File: config.mk
export PLATFORM = sky130hd
export DESIGN_NAME = ir_carrier_synth
export DESIGN_NICKNAME = d
export VERILOG_FILES = /design/src/rtl/ir_carrier_pkg.sv /design/src/rtl/carrier_mode_latch.sv /design/src/rtl/carrier_div_counter.sv /design/src/rtl/carrier_duty_shaper.sv /design/src/rtl/ir_carrier_synth.sv
export SDC_FILE = /design/constraint.sdc
export NUM_CORES = 1
export LEC_CHECK = 0
export ABC_CLOCK_PERIOD_IN_PS = 2700
export CORE_AREA = 2 2 39 41
export DETAILED_ROUTE_END_ITERATION = 8
export DIE_AREA = 0 0 41 43
export HOLD_SLACK_MARGIN = 0.1
export SETUP_SLACK_MARGIN = 0.02
export SYNTH_ARGS = -nofsm -noshare
export SYNTH_HDL_FRONTEND = slang
export SYNTH_SLANG_ARGS = --single-unit
File: constraint.sdc
create_clock -name clk -period 2.7 [get_ports clk]
set_clock_uncertainty 0.1 [all_clocks]
set_input_delay 0.81 -clock clk [delete_from_list [all_inputs] [get_ports clk]]
set_output_delay 0.81 -clock clk [all_outputs]
set_load 0.05 [all_outputs]
File: src/rtl/ir_carrier_pkg.sv
package ir_carrier_pkg;

    localparam int SHAPE_W = 8;

    typedef enum logic [1:0] {
        CARR_OFF       = 2'b00,
        CARR_D8_HALF   = 2'b01,
        CARR_D12_HALF  = 2'b10,
        CARR_D12_THIRD = 2'b11
    } carr_mode_e;

    typedef struct packed {
        logic [SHAPE_W-1:0] period;
        logic [SHAPE_W-1:0] high;
    } shape_t;

    // Period and high-phase length for a mode, given the two divisors.
    function automatic shape_t shape_of(carr_mode_e m, int fast_div, int slow_div);
        shape_t s;
        case (m)
            CARR_D8_HALF: begin
                s.period = SHAPE_W'(fast_div);
                s.high   = SHAPE_W'(fast_div / 2);
            end
            CARR_D12_HALF: begin
                s.period = SHAPE_W'(slow_div);
                s.high   = SHAPE_W'(slow_div / 2);
            end
            CARR_D12_THIRD: begin
                s.period = SHAPE_W'(slow_div);
                s.high   = SHAPE_W'(slow_div / 3);
            end
            default: begin
                s.period = '0;
                s.high   = '0;
            end
        endcase
        return s;
    endfunction

endpackage

File: src/rtl/carrier_mode_latch.sv
module carrier_mode_latch
    import ir_carrier_pkg::*;
#(
    parameter int FAST_DIV = 8,
    parameter int SLOW_DIV = 12
) (
    input  logic       clk,
    input  logic       rst,
    input  logic       gate_en,
    input  logic [1:0] mode_req,
    input  logic       wrap,
    output carr_mode_e act_mode,
    output shape_t     act_shape,
    output logic       restart
);

    carr_mode_e act_q;

    // A period boundary: idle, or the divider is at its last count.
    assign restart   = gate_en && ((act_q == CARR_OFF) || wrap);
    assign act_mode  = act_q;
    assign act_shape = shape_of(act_q, FAST_DIV, SLOW_DIV);

    always_ff @(posedge clk) begin
        if (rst || !gate_en) begin
            act_q <= CARR_OFF;
        end else if (restart) begin
            act_q <= carr_mode_e'(mode_req);
        end
    end

    // Mode is held for the whole of a running period.
    assert_mode_hold_R6: assert property (@(posedge clk) disable iff (rst)
        (gate_en && act_q != CARR_OFF && !wrap) |=> $stable(act_q));

endmodule

File: src/rtl/carrier_div_counter.sv
module carrier_div_counter
    import ir_carrier_pkg::*;
#(
    parameter int CNT_W = 4
) (
    input  logic             clk,
    input  logic             rst,
    input  logic             gate_en,
    input  logic             restart,
    input  logic [SHAPE_W-1:0] period,
    output logic [CNT_W-1:0] cnt,
    output logic             wrap
);

    logic [CNT_W-1:0] cnt_q;

    assign cnt  = cnt_q;
    assign wrap = (period != '0) && (SHAPE_W'(cnt_q) == period - 1'b1);

    always_ff @(posedge clk) begin
        if (rst || !gate_en || restart) begin
            cnt_q <= '0;
        end else begin
            cnt_q <= cnt_q + 1'b1;
        end
    end

    assert_gate_clears_R8: assert property (@(posedge clk) disable iff (rst)
        !gate_en |=> (cnt_q == '0));

    // The count never leaves the active period.
    assert_cnt_in_period_R4: assert property (@(posedge clk) disable iff (rst)
        (period != '0) |-> (SHAPE_W'(cnt_q) < period));

endmodule

File: src/rtl/carrier_duty_shaper.sv
module carrier_duty_shaper
    import ir_carrier_pkg::*;
#(
    parameter int CNT_W = 4
) (
    input  logic             clk,
    input  logic             rst,
    input  logic             gate_en,
    input  logic             restart,
    input  logic [1:0]       mode_req,
    input  carr_mode_e       act_mode,
    input  shape_t           act_shape,
    input  logic [CNT_W-1:0] cnt,
    output logic             wave
);

    logic out_q;
    logic [SHAPE_W-1:0] cnt_next;

    assign cnt_next = SHAPE_W'(cnt) + 1'b1;
    assign wave     = out_q;

    always_ff @(posedge clk) begin
        if (rst || !gate_en) begin
            out_q <= 1'b0;
        end else if (restart) begin
            out_q <= (mode_req != 2'b00);
        end else begin
            out_q <= (cnt_next < act_shape.high);
        end
    end

    assert_off_low_R2: assert property (@(posedge clk) disable iff (rst)
        (act_mode == CARR_OFF) |-> !out_q);

    assert_rise_at_zero_R7: assert property (@(posedge clk) disable iff (rst)
        $rose(out_q) |-> (cnt == '0));

    // High only inside the active high window.
    assert_high_window_R5: assert property (@(posedge clk) disable iff (rst)
        out_q |-> (SHAPE_W'(cnt) < act_shape.high));

endmodule

File: src/rtl/ir_carrier_synth.sv
module ir_carrier_synth
    import ir_carrier_pkg::*;
#(
    parameter int FAST_DIV = 8,
    parameter int SLOW_DIV = 12
) (
    input  logic       clk,
    input  logic       rst,
    input  logic       gate_en,
    input  logic [1:0] mode_sel,
    output logic       carrier_out
);

    localparam int MAX_DIV = (FAST_DIV > SLOW_DIV) ? FAST_DIV : SLOW_DIV;
    localparam int CNT_W   = $clog2(MAX_DIV);

    carr_mode_e       act_mode;
    shape_t           act_shape;
    logic             restart;
    logic             wrap;
    logic [CNT_W-1:0] cnt;

    carrier_mode_latch #(
        .FAST_DIV(FAST_DIV),
        .SLOW_DIV(SLOW_DIV)
    ) u_mode (
        .clk      (clk),
        .rst      (rst),
        .gate_en  (gate_en),
        .mode_req (mode_sel),
        .wrap     (wrap),
        .act_mode (act_mode),
        .act_shape(act_shape),
        .restart  (restart)
    );

    carrier_div_counter #(
        .CNT_W(CNT_W)
    ) u_div (
        .clk    (clk),
        .rst    (rst),
        .gate_en(gate_en),
        .restart(restart),
        .period (act_shape.period),
        .cnt    (cnt),
        .wrap   (wrap)
    );

    carrier_duty_shaper #(
        .CNT_W(CNT_W)
    ) u_shape (
        .clk      (clk),
        .rst      (rst),
        .gate_en  (gate_en),
        .restart  (restart),
        .mode_req (mode_sel),
        .act_mode (act_mode),
        .act_shape(act_shape),
        .cnt      (cnt),
        .wave     (carrier_out)
    );

endmodule

==> impl_metrics.yaml, run 1 <==
timing:
  rsz0062_at_grt: "no"
  finalHoldViolCount: 0
  setup_violations: 0
  hold_ws_ns: 0.347
  relSlewSlack_pct: 67.4
  fmaxAchievable_mhz: 446
  slew_violations: 0
  fin_crit_sh_pct: 83.1
  tightest_slew_ns: 0.487
  fin_setup_tns_ns: 0
  fin_crit_ns: 2.24
die:
  io_pins: 6
  die_x_um: 41
  core_um2: 1380
  placementRows: 14
  start_util_pct: 24.1
  die_h_um: 43
  die-area_um2: 1760
placed_design:
  dp_hpwl_um: 402
  io_buffer_count: 5
  finalWeightedCongestion: 0.615
critical_path:
  reg2reg_to: "u_shape.wave"
  slowest_delay_ns: 0.79
  endpoint_kind: "output port"
  rrSetupSlack_ns: 1.04
  cp_max_fo: 1
  path_delay_family: "buffers and inverters"
  crit_arrival_ns: 1.33
  crit_slowest_cell: "clkdlybuf4s50_1"
  cp_data_required_time_ns: 1.79
  path_buf_inv: 1
  crit_type: "flip-flop to output port"
  worst-path-stages: 1
  crit_chain: "clkdlybuf4s50_1"
  rr_worst_depth: 6
  crit_path_start_kind: "flip-flop"
  startpoint: "u_shape.wave"
  r2r-start: "u_div.cnt[0]"
  endpoint: "carrier_out"
logic_synthesis:
  synthTopCellsByArea: "dfxtp_1 (42%), ha_1 (7.5%), nor2_1 (6.8%)"
  yosys.cell_count.top_type: "dfxtp_1"
  synthXorXnorAreaFrac_pct: 5.26
  yosysTopAreaCell: "dfxtp_1"
  yosysSeqAreaShare_pct: 42.1
  synth_compound_area_share_pct: 15.8
  netlist.area_leader.share_pct: 42.1
  syn_nets: 41
  synth_edf_count: 0
  synthArstFlopShare_pct: 0
  synth_top_family_by_area: "simple AND/OR/NAND/NOR gates"
  synth_simple_gate_area_share_pct: 24.1
  synth_warnings: 0
  synth_flop_cell: "dfxtp_1"
  synth_fa_ha_area_share_pct: 7.52
  syn_area_um2: 333
  synth_mux_area_share_pct: 3.01
  ys_ff_latch: 7
  synth_cell_types: 17
  avgSynthCellArea_um2: 9.79
  synth_common_cells: "dfxtp_1 (7), nor2_1 (6)"
  synth_cells: 34
cts:
  cts.clk_slew.worst_paths_ns: 0.05
  h-tree-depth: 1
  numCtsBuffers: 3
  cts_root_buf: "clkbuf_4"
  clk_path_buf_depth: 2
  clock_sinks: 7
  hold_buffers: 0
  cts_setup_buffers: 0
  clk_latency_ns: 0.25
  cts_tree: "yes"
  cts_resized: 0
detailed_routing:
  vias_per_cell: 4.32
  drt_pass1_iterations: 3
  wirelength_um: 496
  drt_iter0_drc: 5
  route.detailed.drc: 0
  ant_nets: 0
  wl_per_cell_um: 8.41
  via_count: 255
run:
  drv_cap: 0
grt:
  grt_pass1_vias: 205
  antenna_found_initial: 0
  grt_overflow_total: 0
  grt_max_degree: 6
  grt_pass1_wl_um: 731
  track_usage_pct: 6.22
cells_and_area:
  fin_nets: 51
  drive_above_1_share_pct: 11.6
  n_antenna_cell: 0
  syn2layout_area_growth_pct: 28.9
pwr:
  power_density_nw_per_um2: 530
  peakVddDrop_uv: 148
  leakagePower_nw: 0.203
hold_path:
  hold_class: "flip-flop to flip-flop"
  hp-start: "u_div.cnt[0]"
run_status:
  status: "completed"
[area by class of cell]
class | instances | area [um^2]
fillers | 146 | 955
multi-input cells | 25 | 185
flip-flops and latches | 7 | 140
repair buffers | 5 | 50.0
clock buffers | 4 | 26.3
well taps | 16 | 20.0
inverters | 2 | 7.51
[placed cells by master (no fill, tap or decap)]
master	instances
dfxtp_1	7
nor2_1	6
clkdlybuf4s50_1	5
clkbuf_4	3
xor2_1	2
nor2b_1	2
inv_1	2
a31oi_1	2
a211oi_1	2
ha_1	2
nand2b_1	1
nand3b_4	1
nand3b_1	1
a22oi_2	1
mux2i_1	1
or2_1	1
nand3_1	1
o31ai_1	1
a21oi_1	1
clkbuf_1	1
[through the flow]
step	utilization, %	power (W)	cells	setup slack [ns]	cell area, um^2
5_1_grt	31.0	0.000235	59	0.430	429
3_5_place_dp	29.1	0.000135	55	0.716	403
3_3_place_gp	29.1	0.000135	55	0.719	403
4_1_cts	31.0	0.000231	59	0.442	429
2_1_floorplan	-	0.000125	34	1.14	333
6_report	31.0	0.000227	59	0.457	429
[kinds of logic (layout without fill, tap and decap cells)]
family                   after synthesis  in the layout
AO/OA/AOI/OAI                          7              7
XOR/XNOR                               2              2
adder cells (fa/ha/maj)                2              2
buffers and inverters                  2             11
flip-flops                             7              7
multiplexers                           1              1
AND/OR/NAND/NOR                       13             13
[worst min path at each step]
stage               slack (ns)  cells after the start      endpoint
floorplan                 0.32                      1  u_div.cnt[0]
global placement          0.33                      1  u_div.cnt[0]
detailed placement        0.34                      1  u_div.cnt[0]
CTS                       0.35                      1  u_div.cnt[0]
global route              0.36                      1  u_div.cnt[0]
finish                    0.35                      1  u_div.cnt[0]
[where the power goes]
| group | internal [W] | switching (W) | leakage, nW |
|---|---|---|---|
| clock | 0.0000564 | 0.0000387 | 0.0150 |
| sequential | 0.000106 | 0.00000227 | 0.0569 |
| combinational | 0.0000127 | 0.0000108 | 0.131 |
[registers in the layout, summed over array words and instances (netlist names)]
signal and cells:
u_mode.act_mode 2, u_shape.wave 1, u_div.cnt 4
[routing by layer]
layer	GRT usage (%)	part of all wire (%)
met5	0	0
met4	8.00	0
met3	0	1.8
met2	7.81	47
met1	8.04	51
(Power assumes the default switching activity.)
==> run 2: changes to the inputs <==
--- a/config.mk
+++ b/config.mk
@@ -5,7 +5,7 @@
 export SDC_FILE = /design/constraint.sdc
 export NUM_CORES = 1
 export LEC_CHECK = 0
-export ABC_CLOCK_PERIOD_IN_PS = 2700
+export ABC_CLOCK_PERIOD_IN_PS = 2140
 export CORE_AREA = 2 2 39 41
 export DETAILED_ROUTE_END_ITERATION = 8
 export DIE_AREA = 0 0 41 43
==> constraint.sdc (replaced) <==
create_clock -name clk -period 2.14 [get_ports clk]
set_clock_uncertainty 0.1 [all_clocks]
set_input_delay 0.642 -clock clk [delete_from_list [all_inputs] [get_ports clk]]
set_output_delay 0.642 -clock clk [all_outputs]
set_load 0.05 [all_outputs]
==> run 2 against run 1 <==
  * Sequential share of layout area is 0.19 points higher
  * Total power grew 27%
  * Via count increased by 4.3%
  * Register-to-register slack got worse by 0.60 ns
  * Largest cell class unchanged
  * Wire length grew 9.3%
  * Combinational power grew 26%
  * Worst hold slack got worse by 0.00090 ns
  * Critical endpoint is now u_shape.wave
  * Clock power increased by 28%
  * Setup slack got worse by 0.018 ns
  * Utilization is 0.18 points lower
==> impl_metrics.yaml, run 2 (synthesis gave the netlist of run 1 again) <==
run_status:
  status: "completed"
detailed_routing:
  drt_pass1_iterations: 2
  via_count: 266
  vias_per_cell: 4.51
  wirelength_um: 542
  wl_per_cell_um: 9.19
  route.detailed.drc: 0
  ant_nets: 0
  drt_iter0_drc: 9
timing:
  setup_violations: 0
  fmaxAchievable_mhz: 588
  fin_crit_sh_pct: 79.5
  tightest_slew_ns: 0.231
  slew_violations: 0
  fin_setup_tns_ns: 0
  fin_crit_ns: 1.70
  rsz0062_at_grt: "no"
  relSlewSlack_pct: 84.6
  hold_ws_ns: 0.346
  finalHoldViolCount: 0
critical_path:
  startpoint: "u_div.cnt[0]"
  crit_type: "flip-flop to flip-flop"
  r2r-start: "u_div.cnt[0]"
  crit_path_start_kind: "flip-flop"
  path_delay_family: "adder cells"
  crit_slowest_cell: "dfxtp_1"
  reg2reg_to: "u_shape.wave"
  worst-path-stages: 6
  crit_chain: "ha_1, xor2_1, ha_1, o31ai_1, a31oi_1, a211oi_1"
  rr_worst_depth: 6
  path_common_cell: "ha_1"
  rrSetupSlack_ns: 0.44
  slowest_delay_ns: 0.35
  endpoint: "u_shape.wave"
  cp_max_fo: 4
  endpoint_kind: "flip-flop"
  cp_data_required_time_ns: 2.21
  path_buf_inv: 0
  crit_arrival_ns: 1.77
cells_and_area:
  n_antenna_cell: 0
  largest_reg_flops: 4
  fin_nets: 51
  syn2layout_area_growth_pct: 28.2
  multi_input_area_um2: 185
  stdcell_count: 59
  fill_cells: 149
  seq_area_um2: 140
  final_common_cell: "dfxtp_1"
  utilization_pct: 30.8
  most-common-layout-cells: "dfxtp_1 (7), nor2_1 (6), clkdlybuf4s50_1 (4), clkbuf_4 (3)"
  final_cell_area_um2: 427
  drive_above_1_share_pct: 14.0
pwr:
  p_seq_share_pct: 47.4
  power_density_nw_per_um2: 677
  peakVddDrop_uv: 148
  p_int_w: 0.000221
  leakagePower_nw: 0.205
  clockPowerShare_pct: 42.3
  p_switching_w: 0.0000679
  power_frac_comb_pct: 10.3
  p_sw_share_pct: 23.5
cts:
  cts_root_buf: "clkbuf_4"
  cts_resized: 0
  h-tree-depth: 1
  cts.clk_slew.worst_paths_ns: 0.05
  clk_latency_ns: 0.25
  cts_setup_buffers: 0
  clk_path_buf_depth: 2
  cts_tree: "yes"
  numCtsBuffers: 3
  hold_buffers: 0
  clock_sinks: 7
hold_path:
  hp-start: "u_div.cnt[0]"
  hold_class: "flip-flop to flip-flop"
placed_design:
  io_buffer_count: 5
  dpl.cell_count: 55
  finalWeightedCongestion: 0.626
  dp_hpwl_um: 419
  post_dp_cell_area_um2: 400
grt:
  antenna_found_initial: 0
  grt_max_degree: 6
  grt_pass1_wl_um: 897
  grt_pass1_vias: 237
  grt_overflow_total: 0
  track_usage_pct: 8.03
run:
  drv_cap: 0
die:
  die_h_um: 43
  core_um2: 1380
  die-area_um2: 1760
  start_util_pct: 24.1
  placementRows: 14
  die_x_um: 41
  io_pins: 6
[run 2: cell count changes in the layout (fill, tap and decap cells not counted), sizes merged]
cell / previous run / this run
buf: 0 / 1
clkdlybuf4s50: 5 / 4
[run 2: worst min path at each step]
| stage | depth (start not counted) | slack (ns) | to |
|---|---|---|---|
| floorplan | 1 | 0.32 | u_div.cnt[0] |
| global placement | 1 | 0.33 | u_div.cnt[0] |
| detailed placement | 1 | 0.34 | u_div.cnt[0] |
| CTS | 1 | 0.35 | u_div.cnt[0] |
| global route | 1 | 0.37 | u_div.cnt[0] |
| finish | 1 | 0.35 | u_div.cnt[0] |
[run 2: worst reg2reg max path, delay by kind of cell (launching register included)]
family          cells  cell delay, ns
fa+ha+maj           2            0.55
compound gates      3            0.39
flops               1            0.35
xor+xnor            1            0.23
[run 2: cell type report]
cell class,count,area share (%)
multi-input cells,25,43.4
inverters,2,1.76
well taps,16,4.69
clock buffers,4,6.16
flip-flops and latches,7,32.8
repair buffers,5,11.1
[run 2: routing by layer]
metal | up-vias | GRT usage [%] | wire length, um
li1 | 139 | - | -
met1 | 119 | 10.6 | 258
met2 | 4 | 9.06 | 257
met3 | 4 | 0 | 7
met4 | 0 | 12.0 | 18
met5 | - | 0 | 0
[run 2: per-stage QoR]
stage	power, W	setup WS, ns
finish	0.000289	0.439
global route	0.000306	0.286
CTS	0.000290	0.430
detailed placement	0.000170	0.338
global placement	0.000169	0.345
floorplan	0.000157	0.583
[run 2: power by group through the flow]
stage / combinational, W / clock (W) / sequential (W)
after global routing: 0.0000335 / 0.000135 / 0.000137
after global placement: 0.0000296 / 0 / 0.000140
after floorplan: 0.0000137 / 0 / 0.000144
after detailed placement: 0.0000298 / 0 / 0.000140
after CTS: 0.0000300 / 0.000123 / 0.000137
final: 0.0000297 / 0.000122 / 0.000137
==> run 3: changes to the inputs <==
--- a/config.mk
+++ b/config.mk
@@ -5,7 +5,7 @@
 export SDC_FILE = /design/constraint.sdc
 export NUM_CORES = 1
 export LEC_CHECK = 0
-export ABC_CLOCK_PERIOD_IN_PS = 2140
+export ABC_CLOCK_PERIOD_IN_PS = 1700
 export CORE_AREA = 2 2 39 41
 export DETAILED_ROUTE_END_ITERATION = 8
 export DIE_AREA = 0 0 41 43
==> constraint.sdc (replaced) <==
create_clock -name clk -period 1.7 [get_ports clk]
set_clock_uncertainty 0.1 [all_clocks]
set_input_delay 0.51 -clock clk [delete_from_list [all_inputs] [get_ports clk]]
set_output_delay 0.51 -clock clk [all_outputs]
set_load 0.05 [all_outputs]
==> run 3 against run 2 <==
  * Count of clock-buffer cells in the layout did not move
  * Cell count rose by 3.4%
  * Clock power rose by 26%
  * Combinational power rose by 44%
  * Critical path type unchanged
  * Fmax rose by 8.3%
  * First-iteration DRC count fell by 44%
  * Total power rose by 28%
  * Register-to-register slack got worse by 0.31 ns
  * Global-route usage rose by 0.70 points
==> impl_metrics.yaml, run 3 (synthesis gave the netlist of run 1 again) <==
grt:
  track_usage_pct: 8.73
  antenna_found_initial: 0
  grt_pass1_vias: 273
  grt_max_degree: 6
  grt_pass1_wl_um: 952
  grt_overflow_total: 0
timing:
  slew_violations: 0
  fin_crit_sh_pct: 92.3
  fin_setup_tns_ns: 0
  tightest_slew_ns: 0.237
  fmaxAchievable_mhz: 637
  relSlewSlack_pct: 84.2
  setup_violations: 0
  finalHoldViolCount: 0
  rsz0062_at_grt: "no"
  fin_crit_ns: 1.57
die:
  placementRows: 14
  die-area_um2: 1760
  start_util_pct: 24.1
  core_um2: 1380
  die_h_um: 43
  io_pins: 6
  die_x_um: 41
critical_path:
  endpoint_kind: "flip-flop"
  crit_arrival_ns: 1.64
  cp_data_required_time_ns: 1.77
  crit_path_start_kind: "flip-flop"
  cp_max_fo: 3
  crit_type: "flip-flop to flip-flop"
  rr_worst_depth: 6
pwr:
  peakVddDrop_uv: 195
  power_density_nw_per_um2: 798
  leakagePower_nw: 0.214
cts:
  clk_path_buf_depth: 2
  clock_sinks: 7
  h-tree-depth: 1
  cts.clk_slew.worst_paths_ns: 0.05
  cts_tree: "yes"
  cts_setup_buffers: 0
  clk_latency_ns: 0.25
  cts_root_buf: "clkbuf_4"
  numCtsBuffers: 3
detailed_routing:
  ant_nets: 0
  drt_pass1_iterations: 2
  drt_iter0_drc: 5
  wirelength_um: 557
  vias_per_cell: 4.49
  via_count: 274
  route.detailed.drc: 0
  wl_per_cell_um: 9.13
placed_design:
  finalWeightedCongestion: 0.627
  io_buffer_count: 5
  post_dp_cell_area_um2: 428
cells_and_area:
  n_antenna_cell: 0
  fin_nets: 53
  most-common-layout-cells: "dfxtp_1 (7), nor2_1 (6), clkdlybuf4s50_1 (4), clkbuf_4 (3)"
  final_common_cell: "dfxtp_1"
  syn2layout_area_growth_pct: 39.5
  final_cell_area_um2: 464
  largest_reg_flops: 4
  drive_above_1_share_pct: 22.2
run_status:
  status: "completed"
hold_path:
  holdPathStages: 1
  hold_class: "flip-flop to flip-flop"
run:
  drv_cap: 0
## run 3: cell count changes in the layout (fill, tap and decap cells not counted)
| cell | change |
|---|---|
| buf_12 | +1 |
| buf_4 | +1 |
| ha_1 | -1 |
| ha_2 | +1 |
| xor2_1 | -1 |
| xor2_2 | +1 |
## run 3: worst max-delay path, cell delays in order (launching register included)
cell      delay, ns
dfxtp_1        0.32
ha_2           0.21
xor2_2         0.18
ha_1           0.30
o31ai_1        0.06
a31oi_1        0.11
a211oi_1       0.20
## run 3: path summary, 6_finish.rpt
kind,from,endpoint,slack [ns]
worst max-delay path,u_div.cnt[0],u_shape.wave,0.13
worst min-delay path,u_div.cnt[0],u_div.cnt[0],0.35
worst max register to register,u_div.cnt[0],u_shape.wave,0.13
worst min register to register,u_div.cnt[0],u_div.cnt[0],0.35
## run 3: where the power goes
| group | internal, W | switching [W] |
|---|---|---|
| combinational | 0.0000250 | 0.0000179 |
| clock | 0.0000898 | 0.0000644 |
| sequential | 0.000169 | 0.00000430 |
## run 3: repair_timing
item,in CTS,in global routing
resized for setup,0,2
hold endpoints to repair,0,0
endpoints found under the setup margin,0,1
hold buffers,0,0
## run 3: layer usage
layer	GRT usage [%]	wire [um]	vias up	share of wire [%]
li1	-	-	141	-
met1	8.04	235	127	42
met4	12.0	29	0	5.2
met3	1.57	2	3	0.36
met5	0	0	-	0
met2	12.8	289	3	52
## run 3: per-stage QoR
stage / worst slack, ns / total power [W] / hold slack, ns / util [%] / instances
floorplan: 0.143 / 0.000198 / 0.318 / - / 34
global placement: 0.0979 / 0.000220 / 0.331 / 30.9 / 57
detailed placement: 0.0721 / 0.000220 / 0.338 / 30.9 / 57
CTS: 0.105 / 0.000378 / 0.349 / 32.8 / 61
global route: 0.0499 / 0.000393 / 0.388 / 33.5 / 61
finish: 0.130 / 0.000370 / 0.348 / 33.5 / 61
## run 3: cell type report
| class | instances | area [um^2] |
|---|---|---|
| repair buffers | 7 | 75.1 |
| clock buffers | 4 | 26.3 |
| well taps | 16 | 20.0 |
| multi-input cells | 25 | 195 |
| flip-flops and latches | 7 | 140 |
| fillers | 147 | 920 |
| inverters | 2 | 7.51 |
